--- src/rtl/swrx_pkg.sv ---
package swrx_pkg;

   localparam int unsigned SWRX_WORD_W   = 16;
   localparam int unsigned SWRX_DEPTH    = 16;
   localparam int unsigned SWRX_CRC_W    = 16;
   localparam logic [15:0] SWRX_POLY     = 16'h1021;
   localparam logic [15:0] SWRX_CRC_INIT = 16'hFFFF;
   localparam int unsigned SWRX_REQ_LVL  = 2;

   typedef struct packed {
      logic crc_err;
      logic short_pkt;
      logic data_late;
   } swrx_flags_t;

endpackage

--- src/rtl/swrx_frame.sv ---
module swrx_frame #(
   parameter int unsigned W     = 16,
   parameter int unsigned CRC_W = 16,
   parameter logic [CRC_W-1:0] POLY = 16'h1021,
   parameter logic [CRC_W-1:0] INIT = 16'hFFFF
) (
   input  logic         clk,
   input  logic         rst_n,
   input  logic         clr,
   input  logic         bit_vld,
   input  logic         bit_in,
   input  logic         carrier,
   output logic         word_done,
   output logic [W-1:0] word,
   output logic         crc_err,
   output logic         short_pkt
);

   localparam logic [W:0] MARK0 = {{W{1'b0}}, 1'b1};

   generate
      if (W < 2) begin : g_bad_w
         $error("swrx_frame: W must be at least 2");
      end
      if (CRC_W < 2) begin : g_bad_crc
         $error("swrx_frame: CRC_W must be at least 2");
      end
   endgenerate

   logic [W:0]       sr_q;
   logic [W:0]       sr_nxt;
   logic             active_q;
   logic             car_q;
   logic             car_fall;
   logic             take;
   logic [CRC_W-1:0] crc_q;
   logic [CRC_W-1:0] crc_nxt;
   logic             fb;

   assign car_fall  = car_q & ~carrier;
   assign take      = bit_vld & carrier;
   assign sr_nxt    = {sr_q[W-1:0], bit_in};
   assign word_done = take & active_q & sr_nxt[W];
   assign word      = sr_nxt[W-1:0];

   // serial CRC step, one tap per polynomial bit
   assign fb = crc_q[CRC_W-1] ^ bit_in;
   generate
      for (genvar i = 0; i < CRC_W; i++) begin : g_crc
         if (i == 0) begin : g_lsb
            assign crc_nxt[i] = fb & POLY[i];
         end else begin : g_up
            assign crc_nxt[i] = crc_q[i-1] ^ (fb & POLY[i]);
         end
      end
   endgenerate

   always_ff @(posedge clk or negedge rst_n) begin
      if (!rst_n) begin
         sr_q     <= '0;
         active_q <= 1'b0;
         car_q    <= 1'b0;
         crc_q    <= INIT;
      end else begin
         car_q <= carrier;
         if (car_fall) begin
            sr_q     <= '0;
            active_q <= 1'b0;
         end else if (take) begin
            if (!active_q) begin
               if (bit_in) begin
                  active_q <= 1'b1;
                  sr_q     <= MARK0;
                  crc_q    <= INIT;
               end
            end else begin
               crc_q <= crc_nxt;
               if (sr_nxt[W]) begin
                  sr_q <= MARK0;
               end else begin
                  sr_q <= sr_nxt;
               end
            end
         end
      end
   end

   always_ff @(posedge clk or negedge rst_n) begin
      if (!rst_n) begin
         crc_err   <= 1'b0;
         short_pkt <= 1'b0;
      end else if (clr) begin
         crc_err   <= 1'b0;
         short_pkt <= 1'b0;
      end else if (car_fall && active_q) begin
         if (sr_q != MARK0) short_pkt <= 1'b1;
         if (crc_q != '0)   crc_err   <= 1'b1;
      end
   end

   // outside a packet the shift register holds nothing
   a_r2_idle_empty: assert property (@(posedge clk) disable iff (!rst_n)
      !active_q |-> (sr_q == '0));

   // a drop inside a word records a short packet
   a_r6_short: assert property (@(posedge clk) disable iff (!rst_n)
      (car_fall && active_q && (sr_q != MARK0) && !clr) |=> short_pkt);

   // a nonzero remainder at packet end records a CRC error
   a_r5_crc_flag: assert property (@(posedge clk) disable iff (!rst_n)
      (car_fall && active_q && (crc_q != '0) && !clr) |=> crc_err);

   // clear empties both flags
   a_r9_clear: assert property (@(posedge clk) disable iff (!rst_n)
      clr |=> (!crc_err && !short_pkt));

endmodule

--- src/rtl/swrx_hold.sv ---
module swrx_hold #(
   parameter int unsigned W = 16
) (
   input  logic         clk,
   input  logic         rst_n,
   input  logic         clr,
   input  logic         word_done,
   input  logic [W-1:0] word,
   input  logic         full,
   output logic         push,
   output logic [W-1:0] push_data,
   output logic         data_late
);

   generate
      if (W < 1) begin : g_bad_w
         $error("swrx_hold: W must be positive");
      end
   endgenerate

   logic         hold_vld;
   logic [W-1:0] hold_q;

   assign push      = hold_vld & ~full;
   assign push_data = hold_q;

   always_ff @(posedge clk or negedge rst_n) begin
      if (!rst_n) begin
         hold_vld <= 1'b0;
         hold_q   <= '0;
      end else if (word_done && (!hold_vld || push)) begin
         hold_vld <= 1'b1;
         hold_q   <= word;
      end else if (push) begin
         hold_vld <= 1'b0;
      end
   end

   always_ff @(posedge clk or negedge rst_n) begin
      if (!rst_n) begin
         data_late <= 1'b0;
      end else if (clr) begin
         data_late <= 1'b0;
      end else if (word_done && hold_vld && !push) begin
         data_late <= 1'b1;
      end
   end

   // a word arriving on a stuck holding register is recorded as late
   a_r7_late: assert property (@(posedge clk) disable iff (!rst_n)
      (word_done && hold_vld && !push && !clr) |=> data_late);

   // the held word survives a late arrival
   a_r7_keep: assert property (@(posedge clk) disable iff (!rst_n)
      (word_done && hold_vld && !push) |=> (hold_vld && $stable(hold_q)));

endmodule

--- src/rtl/swrx_fifo.sv ---
module swrx_fifo #(
   parameter int unsigned W     = 16,
   parameter int unsigned DEPTH = 16
) (
   input  logic                       clk,
   input  logic                       rst_n,
   input  logic                       push,
   input  logic [W-1:0]               din,
   input  logic                       pop,
   output logic [W-1:0]               dout,
   output logic [$clog2(DEPTH):0]     count,
   output logic                       full
);

   localparam int unsigned AW = $clog2(DEPTH);
   localparam logic [AW:0] CAP = (AW+1)'(DEPTH);

   generate
      if (DEPTH < 2) begin : g_bad_depth
         $error("swrx_fifo: DEPTH must be at least 2");
      end
      if ((1 << AW) != DEPTH) begin : g_bad_pow2
         $error("swrx_fifo: DEPTH must be a power of two");
      end
   endgenerate

   logic [W-1:0]  mem [DEPTH];
   logic [AW-1:0] wp;
   logic [AW-1:0] rp;
   logic          do_push;
   logic          do_pop;

   assign full    = (count == CAP);
   assign do_push = push & ~full;
   assign do_pop  = pop & (count != '0);
   assign dout    = mem[rp];

   always_ff @(posedge clk) begin
      if (do_push) mem[wp] <= din;
   end

   always_ff @(posedge clk or negedge rst_n) begin
      if (!rst_n) begin
         wp    <= '0;
         rp    <= '0;
         count <= '0;
      end else begin
         if (do_push) wp <= wp + 1'b1;
         if (do_pop)  rp <= rp + 1'b1;
         case ({do_push, do_pop})
            2'b10:   count <= count + 1'b1;
            2'b01:   count <= count - 1'b1;
            default: count <= count;
         endcase
      end
   end

   // nothing is offered while the buffer is full
   a_r8_no_overflow: assert property (@(posedge clk) disable iff (!rst_n)
      full |-> !push);

   // popping an empty buffer leaves it empty
   a_r10_empty_pop: assert property (@(posedge clk) disable iff (!rst_n)
      ((count == '0) && pop && !push) |=> (count == '0));

endmodule

--- src/rtl/syncword_rx.sv ---
module syncword_rx
   import swrx_pkg::*;
#(
   parameter int unsigned WORD_W = SWRX_WORD_W,
   parameter int unsigned DEPTH  = SWRX_DEPTH
) (
   input  logic              clk,
   input  logic              rst_n,
   input  logic              clr,
   input  logic              bit_vld,
   input  logic              bit_in,
   input  logic              carrier,
   input  logic              pop,
   output logic [WORD_W-1:0] rd_data,
   output logic              svc_req,
   output logic              crc_err,
   output logic              short_pkt,
   output logic              data_late
);

   localparam int unsigned CW = $clog2(DEPTH) + 1;
   localparam logic [CW-1:0] REQ = CW'(SWRX_REQ_LVL);

   generate
      if (WORD_W != SWRX_CRC_W) begin : g_bad_word
         $error("syncword_rx: WORD_W must match the CRC width");
      end
      if (DEPTH < SWRX_REQ_LVL) begin : g_bad_depth
         $error("syncword_rx: DEPTH below request level");
      end
   endgenerate

   logic              word_done;
   logic [WORD_W-1:0] word;
   logic              push;
   logic [WORD_W-1:0] push_data;
   logic              full;
   logic [CW-1:0]     fifo_cnt;
   swrx_flags_t       flags;

   swrx_frame #(
      .W     (WORD_W),
      .CRC_W (SWRX_CRC_W),
      .POLY  (SWRX_POLY),
      .INIT  (SWRX_CRC_INIT)
   ) u_frame (
      .clk       (clk),
      .rst_n     (rst_n),
      .clr       (clr),
      .bit_vld   (bit_vld),
      .bit_in    (bit_in),
      .carrier   (carrier),
      .word_done (word_done),
      .word      (word),
      .crc_err   (flags.crc_err),
      .short_pkt (flags.short_pkt)
   );

   swrx_hold #(
      .W (WORD_W)
   ) u_hold (
      .clk       (clk),
      .rst_n     (rst_n),
      .clr       (clr),
      .word_done (word_done),
      .word      (word),
      .full      (full),
      .push      (push),
      .push_data (push_data),
      .data_late (flags.data_late)
   );

   swrx_fifo #(
      .W     (WORD_W),
      .DEPTH (DEPTH)
   ) u_fifo (
      .clk   (clk),
      .rst_n (rst_n),
      .push  (push),
      .din   (push_data),
      .pop   (pop),
      .dout  (rd_data),
      .count (fifo_cnt),
      .full  (full)
   );

   assign svc_req   = (fifo_cnt >= REQ);
   assign crc_err   = flags.crc_err;
   assign short_pkt = flags.short_pkt;
   assign data_late = flags.data_late;

   // the request rises only as the second word arrives
   a_r4_rise: assert property (@(posedge clk) disable iff (!rst_n)
      $rose(svc_req) |-> ($past(fifo_cnt) == CW'(1)));

   // the request falls only as the buffer drops to one word
   a_r4_fall: assert property (@(posedge clk) disable iff (!rst_n)
      $fell(svc_req) |-> (fifo_cnt == CW'(1)));

endmodule

--- config.mk ---
export PLATFORM = sky130hd
export DESIGN_NAME = syncword_rx
export DESIGN_NICKNAME = d
export VERILOG_FILES = /design/src/rtl/swrx_pkg.sv /design/src/rtl/swrx_frame.sv /design/src/rtl/swrx_hold.sv /design/src/rtl/swrx_fifo.sv /design/src/rtl/syncword_rx.sv
export SDC_FILE = /design/constraint.sdc
export NUM_CORES = 1
export LEC_CHECK = 0
export CELL_PAD_IN_SITES_DETAIL_PLACEMENT = 0
export CELL_PAD_IN_SITES_GLOBAL_PLACEMENT = 1
export CORE_MARGIN = 4
export CORE_UTILIZATION = 45
export CTS_CLUSTER_DIAMETER = 100
export DETAILED_ROUTE_END_ITERATION = 8
export HOLD_SLACK_MARGIN = 0.12
export PLACE_DENSITY = 0.69
export RECOVER_POWER = 50
export SLEW_MARGIN = 20
export SYNTH_ARGS = -nofsm -noshare
export SYNTH_HDL_FRONTEND = slang
export SYNTH_SLANG_ARGS = --single-unit
--- constraint.sdc ---
create_clock -name clk -period 3.3 [get_ports clk]
set_input_delay 0.66 -clock clk [delete_from_list [all_inputs] [get_ports clk]]
set_output_delay 0.66 -clock clk [all_outputs]
set_load 0.01 [all_outputs]
## Yosys cells after proc, flatten, opt, wreduce, memory -nomap -nowiden

Memory sizes are Yosys's and may differ from the RTL's.
Cells that the tools add are included.

| cells by class | value |
|---|---|
| eq/ne operators | 4 |
| mux-type cells | 24 |
| add/subtract/negate cells | 4 |
| order comparisons | 1 |
| reductions and logical operators | 22 |
| bitwise operators | 13 |

Operator list:

| operator | number |
|---|---|
| $mux W17 | 4 |
| $mux W16 | 3 |
| $ne A17 B1 Y1 const B | 1 |
| $mux W1 | 16 |
| $reduce_bool A16 Y1 | 1 |
| $reduce_bool A2 Y1 | 8 |
| $pmux W5 S2 | 1 |
| $add A4 B1 Y4 const B | 2 |
| $and A1 B1 Y1 | 7 |
| $reduce_and A2 Y1 | 3 |
| $add A5 B1 Y5 const B | 1 |
| $eq A5 B5 Y1 const B | 1 |
| $ge A5 B2 Y1 const B | 1 |
| $reduce_bool A5 Y1 | 1 |
| $sub A5 B1 Y5 const B | 1 |
| $logic_and A1 B1 Y1 | 4 |
| $not A1 Y1 | 3 |
| $reduce_and A3 Y1 | 1 |
| $reduce_bool A3 Y1 | 1 |
| $xor A1 B1 Y1 | 3 |
| $eq A2 B1 Y1 const B | 1 |
| $eq A2 B2 Y1 const B | 1 |
| $logic_not A1 Y1 | 2 |
| $logic_or A1 B1 Y1 | 1 |

| word-level totals | value |
|---|---|
| flip-flop bits (word level) | 68 |
| memory bits (writable) | 256 |
| output and inout port bits | 20 |
| bits of input ports | 7 |
| word-level logic and storage cells | 81 |
| memories | 1 |

Memory list:

| name | depth | bits a word | rd ports | clocked after memory_dff | wr ports | line | RTL |
|---|---|---|---|---|---|---|---|
| u_fifo.mem | 16 | 16 | 1 | 0 | 1 | swrx_fifo.sv:27 | `logic [W-1:0] mem [DEPTH];` |

## Logic depth before layout (Yosys ltp)

| depth | value |
|---|---|
| word-level depth | 7 |
| depth in mapped cells | 12 |
| depth with buffers taken out | 10 |

## Hierarchy

A second synthesis with hierarchy kept.

| second synthesis, totals | value |
|---|---|
| cells, all modules | 711 |
| area total of the unflattened synthesis | 13190.2 um^2 |

Modules (own cells, without submodules):

| module | cells each | seq. area each (um^2) | area each (um^2) | instances |
|---|---|---|---|---|
| swrx_fifo | 548 | 8012.7 | 10866.7 | 1 |
| swrx_frame | 122 | 920.9 | 1584.0 | 1 |
| swrx_hold | 40 | 450.4 | 732.0 | 1 |
| syncword_rx | 1 | 0.0 | 7.5 | 1 |

## Worst setup path before layout

Ideal clock, no wire load.

| timing | value |
|---|---|
| path type | reg2reg |
| start | reg u_fifo.count[1] |
| end | mem u_fifo.mem[3][0], enable pin |
| setup slack | 585 ps |
| buffers on the path | 1 |
| data required time | 2891 ps |
| library setup time | 409 ps |
| clock period less this slack | 2715 ps |
| arrival time | 2306 ps |
| stages on the path, launching flop included | 6 |
| path through | dfrtp_1 > buf_4 > nor4_4 > a21boi_1 > nand2_1 > nor3_1 |

| on the way | value |
|---|---|
| cells in the longest elaborated chain, start to end | 6 |

RTL lines:

| element | line | RTL |
|---|---|---|
| start, declared | swrx_fifo.sv:11 | `output logic [$clog2(DEPTH):0] count,` |
| start signal, assigned | swrx_fifo.sv:51 | `2'b10: count <= count + 1'b1;` |
| start signal, assigned | swrx_fifo.sv:52 | `2'b01: count <= count - 1'b1;` |
| start signal, assigned | swrx_fifo.sv:53 | `default: count <= count;` |
| $eq A5 B5 Y1 * | swrx_fifo.sv:33 | `assign full = (count == CAP);` |
| $not A1 Y1 * | swrx_hold.sv:24, swrx_fifo.sv:34 |  |
| $and A1 B1 Y1 | swrx_hold.sv:24 | `assign push = hold_vld & ~full;` |
| $and A1 B1 Y1 * | swrx_fifo.sv:34 | `assign do_push = push & ~full;` |
| $mux W1 * | swrx_fifo.sv:39 | `if (do_push) mem[wp] <= din;` |
| $mux W1 (implied by the code) * | swrx_fifo.sv:39 |  |
| end, declared | swrx_fifo.sv:27 |  |

Every way passes the cells marked *; elsewhere a longest branch is shown, timed or not.

## Worst setup path after layout

| timing | value |
|---|---|
| start | reg u_fifo.rp[2] |
| end | out rd_data[14] |

| on the way | value |
|---|---|
| cells in the longest elaborated chain, start to end | 1 |

RTL lines:

| element | line | RTL |
|---|---|---|
| start, declared | swrx_fifo.sv:29 | `logic [AW-1:0] rp;` |
| start signal, assigned | swrx_fifo.sv:49 | `if (do_pop) rp <= rp + 1'b1;` |
| $mem_v2 Z16 W16 | n/a |  |
| end, declared | syncword_rx.sv:14 | `output logic [WORD_W-1:0] rd_data,` |

No other way between the ends.

==> results.md <==
* Run status: finished clean
* FF-to-FF End: u_fifo.count[4]$_DFFE_PN0P_
* Slowest cell on crit path: sky130_fd_sc_hd__clkdlybuf4s50_1
* Leading cell types in the layout, fill and taps excluded: sky130_fd_sc_hd__edfxtp_1 (256), sky130_fd_sc_hd__mux2i_1 (64), sky130_fd_sc_hd__dfrtp_1 (48)
* Worst path required time at 2640 ps
* Fraction of power consumed by the clock network at roughly a third
* Setup WS pre-CTS at approximately 170 ps
* Synthesis warning total at 0
* Global-route wire length before repair at around 42000 um
* Max Root-Sink Buffers at 3
* Clk Latency, worst-skew pair at ~510 ps
* Detailed-route via count at 6633
* Start point of the worst min-delay path: u_frame.short_pkt$_DFFE_PN0P_
* Hold WC Path Type: reg2reg
* Post-synthesis average cell area at about 18 um^2
* Final weighted congestion in routability-driven placement at around 0.77
* Startpoint types: flop
* Vertical die dimension at around 180 um
* Ys async rst share at between 20% and 30%
* Post-place instance area at approximately 14000 um^2
* Final std cell area, no fill at 15400 um^2
* DR iter-0 viols at approximately 460
* Nets at about 800
* Reg clk slew, reported paths at 60 ps
* Area growth, synth to finish at 20.8%
* Area inside the core boundary at around 28000 um^2
* Worst R2R Setup Slack at ~440 ps
* Number of nets with antenna violations after detailed routing at 0
* CP Max Fanout at 18
* Start point of the critical path: u_fifo.rp[2]$_DFFE_PN0P_
* Critical path type: reg2out
* Worst-case setup margin in the final layout at 13.7 ps
* Primary flip-flop cell chosen by synthesis mapping: sky130_fd_sc_hd__edfxtp_1
* Cell Area, Synth at between 10000 and 15000 um^2
* Max VDD drop at ~0.00055 V
* Post-layout min period at between 3000 and 4000 ps
* Transition time of the tightest slew-check pin at 991 ps
* Hold violation count in the final report at 0
* Simple-gate area share of the yosys netlist at roughly 3.2%
* Total die area at between 30000 and 40000 um^2
* Highest attainable clock frequency at approximately 300 MHz
* Synthesized-area fraction occupied by ao, oa, aoi and oai cells at 6.82%
* Detailed-routing iteration count for the pre-antenna-repair pass at 5
* Endpoints failing setup at 0
* Cell-internal power at ~0.0083 W
* Portion of netlist area occupied by mux cells at between 10 and 15%
* Proportion of total power due to net switching at ~29%
* Post-synthesis share of cell area spent on xor and xnor gates at 0.963%
* Post-route DRC at 0
* Hold endpoint: u_frame.short_pkt$_DFFE_PN0P_
* Portion of the post-synthesis area used by sequential elements at 73.7%
* Total Routing Usage GR at between 10% and 20%
* Detailed Route WL at approximately 27000 um
* Dominant combinational cell family by area after synthesis: multiplexers
* Post-DR wirelength/cell at 22.8 um
* CTS tree: done
* CP Cell Sequence: buf_8 > and2_1 > buf_8 > a221oi_2 > o21ai_0 > nand2_1 > clkdlybuf4s50_1
* Final Total Pwr at around 0.012 W
* Area of all sequential standard cells at 9390 um^2
* Die X at 176 um
* CTS buffer count at 35
* Pin count of the biggest net entering global routing at 38
* Root cell of the clock tree: sky130_fd_sc_hd__clkbuf_16
* Area of the multi-input gates at 3600 um^2
* Port buffer count at 26
* Unique masters post-synth at 45
* Number of pins exceeding their max-slew limit in the final report at 0
* Slew headroom at ~34%
* Initial antenna violation count at 0
* Synthesized netlist cell count at 704
* Number of standard cells in the layout, taps in and fillers out at around 1.2k
* Fraction of power consumed by combinational cells at between 20 and 30%
* Min Hold Slack at around 500 ps
* CTS H-tree depth at 2
* Ratio of final minimum period to clock period at 99.6%
* Static leakage at roughly 5.4 nW
* RSZ-0062 raised after global routing: true
* Most repeated library cell on the critical path: sky130_fd_sc_hd__buf_8
* Initial standard-cell utilization of the core at a little under half
* Fill cell total of the finished layout at around 2.1k
* Most frequent standard cell in the layout excluding fill and tap cells: sky130_fd_sc_hd__edfxtp_1
* Depth of the worst hold-timing path at 2
* Clock skew at approximately 17 ps
* Count of standard-cell rows at around 60
* Share of synthesized cell area in full adder, half adder and majority cells at 0.885%
* Mapped Nets at approximately 700
* Total instance count after detailed placement at 1106
* Worst r2r src: u_fifo.count[1]$_DFFE_PN0P_
* IO Pins at 27
* Share of cells above drive strength 1 at between 20% and 30%
* R2r worst-path depth at 10
* Total power density per cell area at 752 nW/um^2
* Per-cell via count in the routed design at roughly 5.6
* Remaining global-route overflow at 0
* HPWL after detailed placement at between 15000 and 20000 um
* Number of enable-type register cells in the synthesized netlist at ~260
* Number of global-route vias before repair at a little under 7k
* Register share of total power at between 40 and 50%
* Sw Pwr at 0.00331 W
* # Max-Cap Violations at 0
* Nature of the critical path endpoint: primary output
* Largest incremental delay on the critical path at 530 ps
* Total number of clock tree sinks at roughly 320
* N_diodes at 0
* Data arrival at the endpoint of the critical path at about 2600 ps
* Synth Register Bits at between 300 and 400
worst max-delay path by stage:
stage,to,slack [ps],cells past startpoint
finish,rd_data[14],10,7
global route,rd_data[9],-70,7
CTS,rd_data[8],-4,7
detailed placement,rd_data[7],170,7
global placement,rd_data[3],190,6
floorplan,u_fifo.mem[3][0]$_DFFE_PP_,590,5
metrics by stage:
stage / setup TNS [ps] / util (%)
final: 0 / 55.2
after global routing: -309 / 55.2
after CTS: -6.59 / 54.4
after detailed placement: 0 / 48.9
after global placement: 0 / 48.9
after floorplan: 0 / -
power by group through the flow:
stage	Clock, W	Combinational [W]	Sequential, W
floorplan	0	0.00172	0.00466
global placement	0	0.00244	0.00479
detailed placement	0	0.00248	0.00480
CTS	0.00379	0.00303	0.00466
global route	0.00397	0.00343	0.00469
finish	0.00370	0.00320	0.00467
sequential cells by signal, indices dropped and copies added (netlist names):
signal / cells
u_frame.sr_q: 16
u_frame.car_q: 1
u_fifo.count: 5
u_fifo.wp: 4
u_hold.hold_vld: 1
u_frame.short_pkt: 1
u_fifo.mem: 256
u_hold.push_data: 16
u_frame.crc_q: 16
u_frame.crc_err: 1
u_hold.data_late: 1
u_frame.active_q: 1
u_fifo.rp: 4
synthesized netlist by cell type, drive strengths merged, types with 2 or more instances:
| master | count | area [um^2] |
|---|---|---|
| a21boi | 2 | 15.0 |
| mux4 | 32 | 721 |
| clkbuf | 18 | 67.6 |
| a31oi | 3 | 18.8 |
| xnor2 | 9 | 78.8 |
| nand2b | 3 | 18.8 |
| nor2 | 22 | 82.6 |
| a22o | 14 | 123 |
| a21oi | 5 | 25.0 |
| o211a | 2 | 20.0 |
| a22oi | 16 | 120 |
| dfstp | 16 | 420 |
| nand4 | 3 | 18.8 |
| inv | 7 | 26.3 |
| mux2i | 64 | 641 |
| nand2 | 27 | 101 |
| edfxtp | 256 | 7690 |
| o22a | 14 | 123 |
| a221oi | 32 | 280 |
| mux2 | 18 | 240 |
| ha | 9 | 113 |
| buf | 22 | 135 |
| nor2b | 4 | 25.0 |
| dfrtp | 51 | 1280 |
| and2 | 2 | 12.5 |
| nand3 | 3 | 20.0 |
| nor3 | 6 | 30.0 |
| o21ai | 22 | 110 |
| nor4 | 8 | 65.1 |
| xor2 | 5 | 43.8 |
cells by family (layout without fill, tap and decap cells):
family | after synthesis | count (layout)
flip-flops | 323 | 323
AO/OA/AOI/OAI | 114 | 114
multiplexers | 114 | 114
AND/OR/NAND/NOR | 83 | 84
buffers and inverters | 47 | 144
XOR/XNOR | 14 | 14
adder cells (fa/ha/maj) | 9 | 9
worst max-delay path, delay by kind of cell (launching register included):
kind	cells	cell delay, ps
compound gates	2	480
flops	1	440
simple gates	2	280
buf+inv	3	910
per-layer routing:
layer / wire length, um / global-route usage (%)
met2: 13200 / 28.8
met3: 1420 / 2.68
met1: 11700 / 24.9
met4: 526 / 5.07
met5: 0 / 0
final cells by class:
class                           count  area share, %
Clock buffer                       41           6.12
Clock inverter                     20           1.05
Inverter                            7          0.195
Multi-Input combinational cell    335           23.4
Sequential cell                   323           61.1
Tap cell                          378           3.08
Timing Repair Buffer               76           5.11
timing repair:
item                                    CTS  global route
resized for setup                        51            30
hold buffers                              1             0
endpoints found under the setup margin   16            13
endpoints found under the hold margin    11             0
pin swaps                                 2            10
buffers inserted                          8             2
gates cloned                              2             0
(Power assumes the default switching activity.)
